[config.mk]
export PLATFORM = sky130hd
export DESIGN_NAME = mag_top
export DESIGN_NICKNAME = d
export VERILOG_FILES = /design/src/rtl/mag_pkg.sv /design/src/rtl/mag_attr_table.sv /design/src/rtl/mag_decode.sv /design/src/rtl/mag_gate.sv /design/src/rtl/mag_resp.sv /design/src/rtl/mag_top.sv
export SDC_FILE = /design/constraint.sdc
export NUM_CORES = 1
export LEC_CHECK = 0
export ABC_AREA = 1
export BUFFER_PORTS_ARGS = -buffer_cell sky130_fd_sc_hd__buf_2
export CORE_AREA = 2 2 101 128
export CTS_CLUSTER_DIAMETER = 200
export DETAILED_ROUTE_END_ITERATION = 8
export DIE_AREA = 0 0 103 130
export PLACE_DENSITY_LB_ADDON = 0.25
export SLEW_MARGIN = 15
export SYNTH_ARGS = -nofsm -noshare
export SYNTH_HDL_FRONTEND = slang
export SYNTH_SLANG_ARGS = --single-unit
[constraint.sdc]
create_clock -name clk -period 1.7 [get_ports clk]
set_input_delay 0.17 -clock clk [delete_from_list [all_inputs] [get_ports clk]]
set_output_delay 0.17 -clock clk [all_outputs]
set_load 0.03 [all_outputs]
[src/rtl/mag_pkg.sv]
package mag_pkg;

  typedef enum logic {
    WIN_NONSEC = 1'b0,
    WIN_SEC    = 1'b1
  } win_e;

  typedef struct packed {
    logic valid;
    logic write;
    logic blocked;
  } req_stat_t;

  // A page is reachable only through the window that matches its attribute.
  function automatic logic win_permits(win_e win, logic page_ns);
    return (win == WIN_SEC) ? ~page_ns : page_ns;
  endfunction

endpackage

[src/rtl/mag_attr_table.sv]
module mag_attr_table #(
  parameter int NUM_PAGES = 64,
  parameter int IDX_W     = $clog2(NUM_PAGES)
) (
  input  logic             clk,
  input  logic             rst,
  input  logic             cfg_we,
  input  logic             cfg_secure,
  input  logic [IDX_W-1:0] cfg_idx,
  input  logic             cfg_ns,
  input  logic [IDX_W-1:0] lk_idx,
  output logic             lk_ns
);

  logic [NUM_PAGES-1:0] attr_q;
  logic                 upd;

  assign upd = cfg_we & cfg_secure;

  always_ff @(posedge clk) begin
    if (rst) begin
      attr_q <= '0;
    end else if (upd) begin
      for (int p = 0; p < NUM_PAGES; p++) begin
        if (cfg_idx == IDX_W'(p)) begin
          attr_q[p] <= cfg_ns;
        end
      end
    end
  end

  generate
    if (NUM_PAGES == (1 << IDX_W)) begin : g_full
      assign lk_ns = attr_q[lk_idx];
    end else begin : g_partial
      logic in_range;
      assign in_range = ({{(32-IDX_W){1'b0}}, lk_idx} < 32'(NUM_PAGES));
      assign lk_ns    = in_range ? attr_q[lk_idx] : 1'b0;
    end
  endgenerate

endmodule

[src/rtl/mag_decode.sv]
module mag_decode #(
  parameter int ADDR_W   = 32,
  parameter int WIN_BIT  = 28,
  parameter int PAGE_LSB = 10,
  parameter int IDX_W    = 6,
  parameter int BYTE_LSB = 2
) (
  input  logic [ADDR_W-1:0]                  req_addr,
  output mag_pkg::win_e                      win,
  output logic [IDX_W-1:0]                   page_idx,
  output logic [PAGE_LSB+IDX_W-BYTE_LSB-1:0] word_addr
);

  localparam int OFS_TOP = PAGE_LSB + IDX_W;
  localparam logic [ADDR_W-1:0] ONE = {{(ADDR_W-1){1'b0}}, 1'b1};
  localparam logic [ADDR_W-1:0] USED_MASK =
    (((ONE << OFS_TOP) - ONE) & ~((ONE << BYTE_LSB) - ONE)) | (ONE << WIN_BIT);

  logic [ADDR_W-1:0] spare_bits;
  logic              unused_spare;

  assign win       = mag_pkg::win_e'(req_addr[WIN_BIT]);
  assign page_idx  = req_addr[OFS_TOP-1:PAGE_LSB];
  assign word_addr = req_addr[OFS_TOP-1:BYTE_LSB];

  assign spare_bits   = req_addr & ~USED_MASK;
  assign unused_spare = ^spare_bits;

endmodule

[src/rtl/mag_gate.sv]
module mag_gate #(
  parameter int DATA_W = 32,
  parameter int MEM_AW = 14
) (
  input  logic              req_valid,
  input  logic              req_write,
  input  logic [DATA_W-1:0] req_wdata,
  input  mag_pkg::win_e     win,
  input  logic              page_ns,
  input  logic [MEM_AW-1:0] word_addr,
  output logic              blocked,
  output logic              mem_en,
  output logic              mem_we,
  output logic [MEM_AW-1:0] mem_addr,
  output logic [DATA_W-1:0] mem_wdata
);

  logic permit;

  always_comb begin
    permit    = mag_pkg::win_permits(win, page_ns);
    blocked   = req_valid & ~permit;
    mem_en    = req_valid & permit;
    mem_we    = req_valid & permit & req_write;
    mem_addr  = word_addr;
    mem_wdata = req_wdata;
  end

endmodule

[src/rtl/mag_resp.sv]
module mag_resp #(
  parameter int DATA_W = 32
) (
  input  logic              clk,
  input  logic              rst,
  input  logic              req_valid,
  input  logic              req_write,
  input  logic              blocked,
  input  logic [DATA_W-1:0] mem_rdata,
  output logic              rsp_valid,
  output logic [DATA_W-1:0] rsp_rdata,
  output logic              rsp_err
);

  mag_pkg::req_stat_t stat_q;

  always_ff @(posedge clk) begin
    if (rst) begin
      stat_q <= '0;
    end else begin
      stat_q.valid   <= req_valid;
      stat_q.write   <= req_write & req_valid;
      stat_q.blocked <= blocked;
    end
  end

  logic pass_data;

  assign pass_data = stat_q.valid & ~stat_q.write & ~stat_q.blocked;
  assign rsp_valid = stat_q.valid;
  assign rsp_err   = stat_q.blocked;
  assign rsp_rdata = pass_data ? mem_rdata : '0;

endmodule

[src/rtl/mag_top.sv]
module mag_top #(
  parameter int ADDR_W     = 32,
  parameter int DATA_W     = 32,
  parameter int PAGE_BYTES = 1024,
  parameter int NUM_PAGES  = 64,
  parameter int WIN_BIT    = 28,
  parameter int PAGE_LSB   = $clog2(PAGE_BYTES),
  parameter int IDX_W      = $clog2(NUM_PAGES),
  parameter int BYTE_LSB   = $clog2(DATA_W / 8),
  parameter int MEM_AW     = PAGE_LSB + IDX_W - BYTE_LSB
) (
  input  logic              clk,
  input  logic              rst,
  input  logic              req_valid,
  input  logic              req_write,
  input  logic [ADDR_W-1:0] req_addr,
  input  logic [DATA_W-1:0] req_wdata,
  output logic              rsp_valid,
  output logic [DATA_W-1:0] rsp_rdata,
  output logic              rsp_err,
  input  logic              cfg_we,
  input  logic              cfg_secure,
  input  logic [IDX_W-1:0]  cfg_idx,
  input  logic              cfg_ns,
  output logic              mem_en,
  output logic              mem_we,
  output logic [MEM_AW-1:0] mem_addr,
  output logic [DATA_W-1:0] mem_wdata,
  input  logic [DATA_W-1:0] mem_rdata
);

  mag_pkg::win_e     win;
  logic [IDX_W-1:0]  page_idx;
  logic [MEM_AW-1:0] word_addr;
  logic              page_ns;
  logic              blocked;

  mag_decode #(
    .ADDR_W  (ADDR_W),
    .WIN_BIT (WIN_BIT),
    .PAGE_LSB(PAGE_LSB),
    .IDX_W   (IDX_W),
    .BYTE_LSB(BYTE_LSB)
  ) decode_i (
    .req_addr (req_addr),
    .win      (win),
    .page_idx (page_idx),
    .word_addr(word_addr)
  );

  mag_attr_table #(
    .NUM_PAGES(NUM_PAGES),
    .IDX_W    (IDX_W)
  ) table_i (
    .clk       (clk),
    .rst       (rst),
    .cfg_we    (cfg_we),
    .cfg_secure(cfg_secure),
    .cfg_idx   (cfg_idx),
    .cfg_ns    (cfg_ns),
    .lk_idx    (page_idx),
    .lk_ns     (page_ns)
  );

  mag_gate #(
    .DATA_W(DATA_W),
    .MEM_AW(MEM_AW)
  ) gate_i (
    .req_valid(req_valid),
    .req_write(req_write),
    .req_wdata(req_wdata),
    .win      (win),
    .page_ns  (page_ns),
    .word_addr(word_addr),
    .blocked  (blocked),
    .mem_en   (mem_en),
    .mem_we   (mem_we),
    .mem_addr (mem_addr),
    .mem_wdata(mem_wdata)
  );

  mag_resp #(
    .DATA_W(DATA_W)
  ) resp_i (
    .clk      (clk),
    .rst      (rst),
    .req_valid(req_valid),
    .req_write(req_write),
    .blocked  (blocked),
    .mem_rdata(mem_rdata),
    .rsp_valid(rsp_valid),
    .rsp_rdata(rsp_rdata),
    .rsp_err  (rsp_err)
  );

endmodule

==> results.txt <==
The flow ran to the end, but the final reports show violations. The final reports fail on setup timing. Traced cell by cell, the critical path runs through nand2_1 > nand3_2 > nand3_2 > nand2_2 > nand2_2 > nand3_2 > nand3_2 > nand2_1 > nand2_2 > nand3_2 > nor2_2 > buf_6.

In this run the vertical extent of the chip is 130 µm. The area of the die is 13390 µm². The tools report the count of max-cap constraint violations as 0.

The highest-delay cell along the critical path is sky130_fd_sc_hd__dfxtp_1. A synthesized cell averages 6.572 µm². The number of distinct standard cells referenced by the synthesized netlist is 24. The critical path start-end classification was flip-flop to output port. After layout, the worst path uses 108.6% of the clock period. The first detailed-routing pass ran for 6 iterations. The post-route netlist has 39.13% of its cells at a drive strength greater than 1. The clock tree buffer depth was 2; the count of final setup violators was 8. The insertion delay of the later-clocked pin in the worst-skew pair was 340 ps; the number of hold violations in the final report was 0. Synthesis inferred 67 register bits.

Input and output buffers added on the ports amount to 93. The x dimension of the die is 103 µm. Entering global routing, the biggest net connects 65 pins. The routed wirelength normalized by instance count was 16.39 µm; the power density over the cells was 741.1 nW/µm². At the pin with the least slew margin, the transition time is 427.8 ps.

In this run the cell area of the synthesized design comes to 4061 µm². The post-synthesis net count is 727, and the number of diodes added for antenna fixing is 0. The analysis attributes to cell leakage a power of 2.139 nW.

The synthesized design spends more area on one cell type than any other, namely sky130_fd_sc_hd__dfxtp_1. From synthesis to final layout, the design area changed by 33.06%. The shortest clock period the worst path allows after layout was 1846 ps. The run gives 4612 µm² as the cell area after placement. The worst setup path is launched from a flip-flop.

The starting utilization of the core area was 32.97%; the overall fraction of global-route tracks in use was 20.79%. The library cell appearing most often on the critical path is sky130_fd_sc_hd__nand3_2. The path class of the tightest hold or removal check is input pin to flip-flop. The logs give 0 for the number of warnings reported in the yosys synthesis log and 13.69 mm for the final wirelength. Counting every instance in the synthesized netlist gives 618. The tools report the remaining antenna violation count as 0. Most common flop cell mapped by yosys: sky130_fd_sc_hd__dfxtp_1. After routing the design area is 5404 µm².

Summed over its instances, the top area cell type makes up 33.03% of the synthesized netlist area. IR analysis of the VDD net gives a maximum drop of 0.6424 mV. The critical path required time was 1530 ps; the sequential cell area fraction in the yosys report was 33.03%. Highest clock frequency the design can meet: 541.7 MHz. By count the netlist is led by 99 x sky130_fd_sc_hd__nand3_1, 85 x sky130_fd_sc_hd__nand2_1, 67 x sky130_fd_sc_hd__dfxtp_1. 191 I/O pins were placed. Timing analysis after detailed placement gives a worst setup slack of -125.4 ps.

TritonCTS built the clock tree. For the initial antenna violation count, the log shows 0. The delay contributed by the slowest stage of the critical path works out to 310 ps. The filler cells instantiated in the layout total 1260.

For this run, design rule violations remaining after detail routing come to 0. The via total after detailed routing is 4350. The weighted congestion at the end of routability-driven global placement was 0.8870; the placeable core region was 12320 µm². The final-stage net count came out at 772. STA classifies the critical path endpoint as an output port. Of all nets on the critical path, the largest fanout is 2. The leftover overflow at the end of global routing was 0; the number of global-route vias before repair was 4319. Cell type group with the largest total delay on the critical path: simple AND/OR/NAND/NOR gates. After clock tree synthesis, the flow added hold-fix buffers numbering 0.

Ranked by total cell area, the synthesized netlist is headed by sky130_fd_sc_hd__dfxtp_1 33%, sky130_fd_sc_hd__nand3_1 12%, sky130_fd_sc_hd__buf_4 10%, sky130_fd_sc_hd__a21oi_1 7.9%, sky130_fd_sc_hd__nand2_1 7.9%. In the post-synthesis netlist, the cell with the most instances is sky130_fd_sc_hd__nand3_1. The via density per instance was 5.210.

The first global-routing pass estimated 21.43 mm of wire. Setup repair after global routing could not meet its margin everywhere. The HPWL after detailed placement is 8.906 mm. Clock-pin slew was measured on the worst setup and hold paths at 60 ps.

The run gives 6.821 ps as the worst setup skew after layout. The headroom to the max-slew limit was 71.44%; the count of flip-flops with a built-in enable after synthesis was 0. The worst setup margin was -146.2 ps. Data arrives at the worst endpoint at 1680 ps. Number of violations reported at the end of detailed-routing iteration 0: 283.

In this run the number of H-tree levels came out at 3. The share of flip-flops with an asynchronous set or reset is 0%, and the number of buffer and inverter instances along the worst setup path is 1. For the number of standard-cell rows in the floorplan, the log shows 46.

For the final cell utilization of the core, the log shows 43.87%. The count of pins over their slew limit is 0, and the TritonCTS sink count is 67. The clock root buffer was sky130_fd_sc_hd__clkbuf_16. Setup total negative slack on the finished layout was measured at -295.6 ps. The number of clock buffers added by TritonCTS is 9.
[timing repair]
action | 4_1_cts | 5_1_grt
gates cloned | 3 | 0
buffers inserted | 1 | 3
gates resized for setup | 110 | 53
pin swaps | 10 | 28
setup endpoints to repair | 34 | 34
[cell type report]
cell class	count	area [µm²]	share of cell area, %
sequential	67	1375	25.45
clock inverter	3	15.01	0.2778
inverter	72	277.8	5.140
tap	168	210.2	3.890
timing repair buffer	117	945.9	17.50
clock buffer	12	246.5	4.561
multi-input combinational	396	2333	43.18
[layer usage]
| layer | global-route usage, % | up-vias | routed length, µm |
|---|---|---|---|
| li1 | - | 2064 | - |
| met1 | 23.03 | 2036 | 5181 |
| met2 | 35.75 | 179 | 6749 |
| met3 | 3.910 | 71 | 967 |
| met4 | 13.78 | 0 | 790 |
| met5 | 0 | - | 0 |
[cell families (layout without fill, tap and decap cells)]
logic type | Yosys count | count (layout) | synth area share (%)
AND/OR/NAND/NOR | 287 | 287 | 32.81
flip-flops | 67 | 67 | 33.03
buffers and inverters | 155 | 204 | 20.67
AO/OA/AOI/OAI | 109 | 109 | 13.49
[layout by cell type, fill, tap and decap left out]
cell type                   instances
sky130_fd_sc_hd__a21boi_1           1
sky130_fd_sc_hd__a21oi_1           64
sky130_fd_sc_hd__buf_12             7
sky130_fd_sc_hd__buf_2             59
sky130_fd_sc_hd__buf_4             17
sky130_fd_sc_hd__buf_6             34
sky130_fd_sc_hd__clkbuf_1           2
sky130_fd_sc_hd__clkbuf_16          9
sky130_fd_sc_hd__clkbuf_8           1
sky130_fd_sc_hd__clkinv_2           3
sky130_fd_sc_hd__dfxtp_1           40
sky130_fd_sc_hd__dfxtp_2           27
sky130_fd_sc_hd__inv_1             63
sky130_fd_sc_hd__inv_2              7
sky130_fd_sc_hd__inv_4              1
sky130_fd_sc_hd__inv_6              1
sky130_fd_sc_hd__nand2_1           67
sky130_fd_sc_hd__nand2_2           19
sky130_fd_sc_hd__nand3_1           66
sky130_fd_sc_hd__nand3_2           34
sky130_fd_sc_hd__nor2_1            22
sky130_fd_sc_hd__nor2_2             1
sky130_fd_sc_hd__nor2_4            32
sky130_fd_sc_hd__nor3_1            37
sky130_fd_sc_hd__nor3_2             5
sky130_fd_sc_hd__nor3_4             3
sky130_fd_sc_hd__o21ai_0           26
sky130_fd_sc_hd__o21ai_1           18
sky130_fd_sc_hd__or3b_4             1
[path summary, 6_finish.rpt]
path,start,end,slack (ps),depth (start not counted)
max reg2reg,table_i.attr_q[22],resp_i.rsp_err,350,11
max,table_i.attr_q[51],mem_we,-150,12
min,req_valid,resp_i.rsp_valid,100,3
min reg2reg,table_i.attr_q[20],table_i.attr_q[20],480,2
[worst reg2reg max path, stage by stage, from the launching register on]
cell and delay [ps]:
sky130_fd_sc_hd__dfxtp_1 330, sky130_fd_sc_hd__nand2_1 80, sky130_fd_sc_hd__nand3_2 80, sky130_fd_sc_hd__nand3_2 80, sky130_fd_sc_hd__nand2_2 110, sky130_fd_sc_hd__nand2_2 60, sky130_fd_sc_hd__nand3_2 60, sky130_fd_sc_hd__nand3_2 80
sky130_fd_sc_hd__nand2_1 80, sky130_fd_sc_hd__nand2_2 60, sky130_fd_sc_hd__buf_4 120, sky130_fd_sc_hd__a21boi_1 110
[metrics by stage]
step / hold slack, ps / std cells / total power, mW
floorplan: 300.8 / 618 / 2.219
global placement: 340.2 / 817 / 2.241
CTS: 93.59 / 836 / 4.026
finish: 101.5 / 835 / 4.005
global route: 103.0 / 835 / 4.156
detailed placement: 340.2 / 817 / 2.246
[where the power goes]
part	switching (mW)	internal, mW	total, mW
logic	0.486	0.260	0.746
clock network	0.665	1.01	1.68
registers	0.00379	1.58	1.58
[sequential cells by signal, summed over array words and instances (netlist names)]
name	count
table_i.attr_q	64
resp_i.rsp_err	1
resp_i.rsp_valid	1
resp_i.stat_q	1
Power figures use the tool's default switching activity.
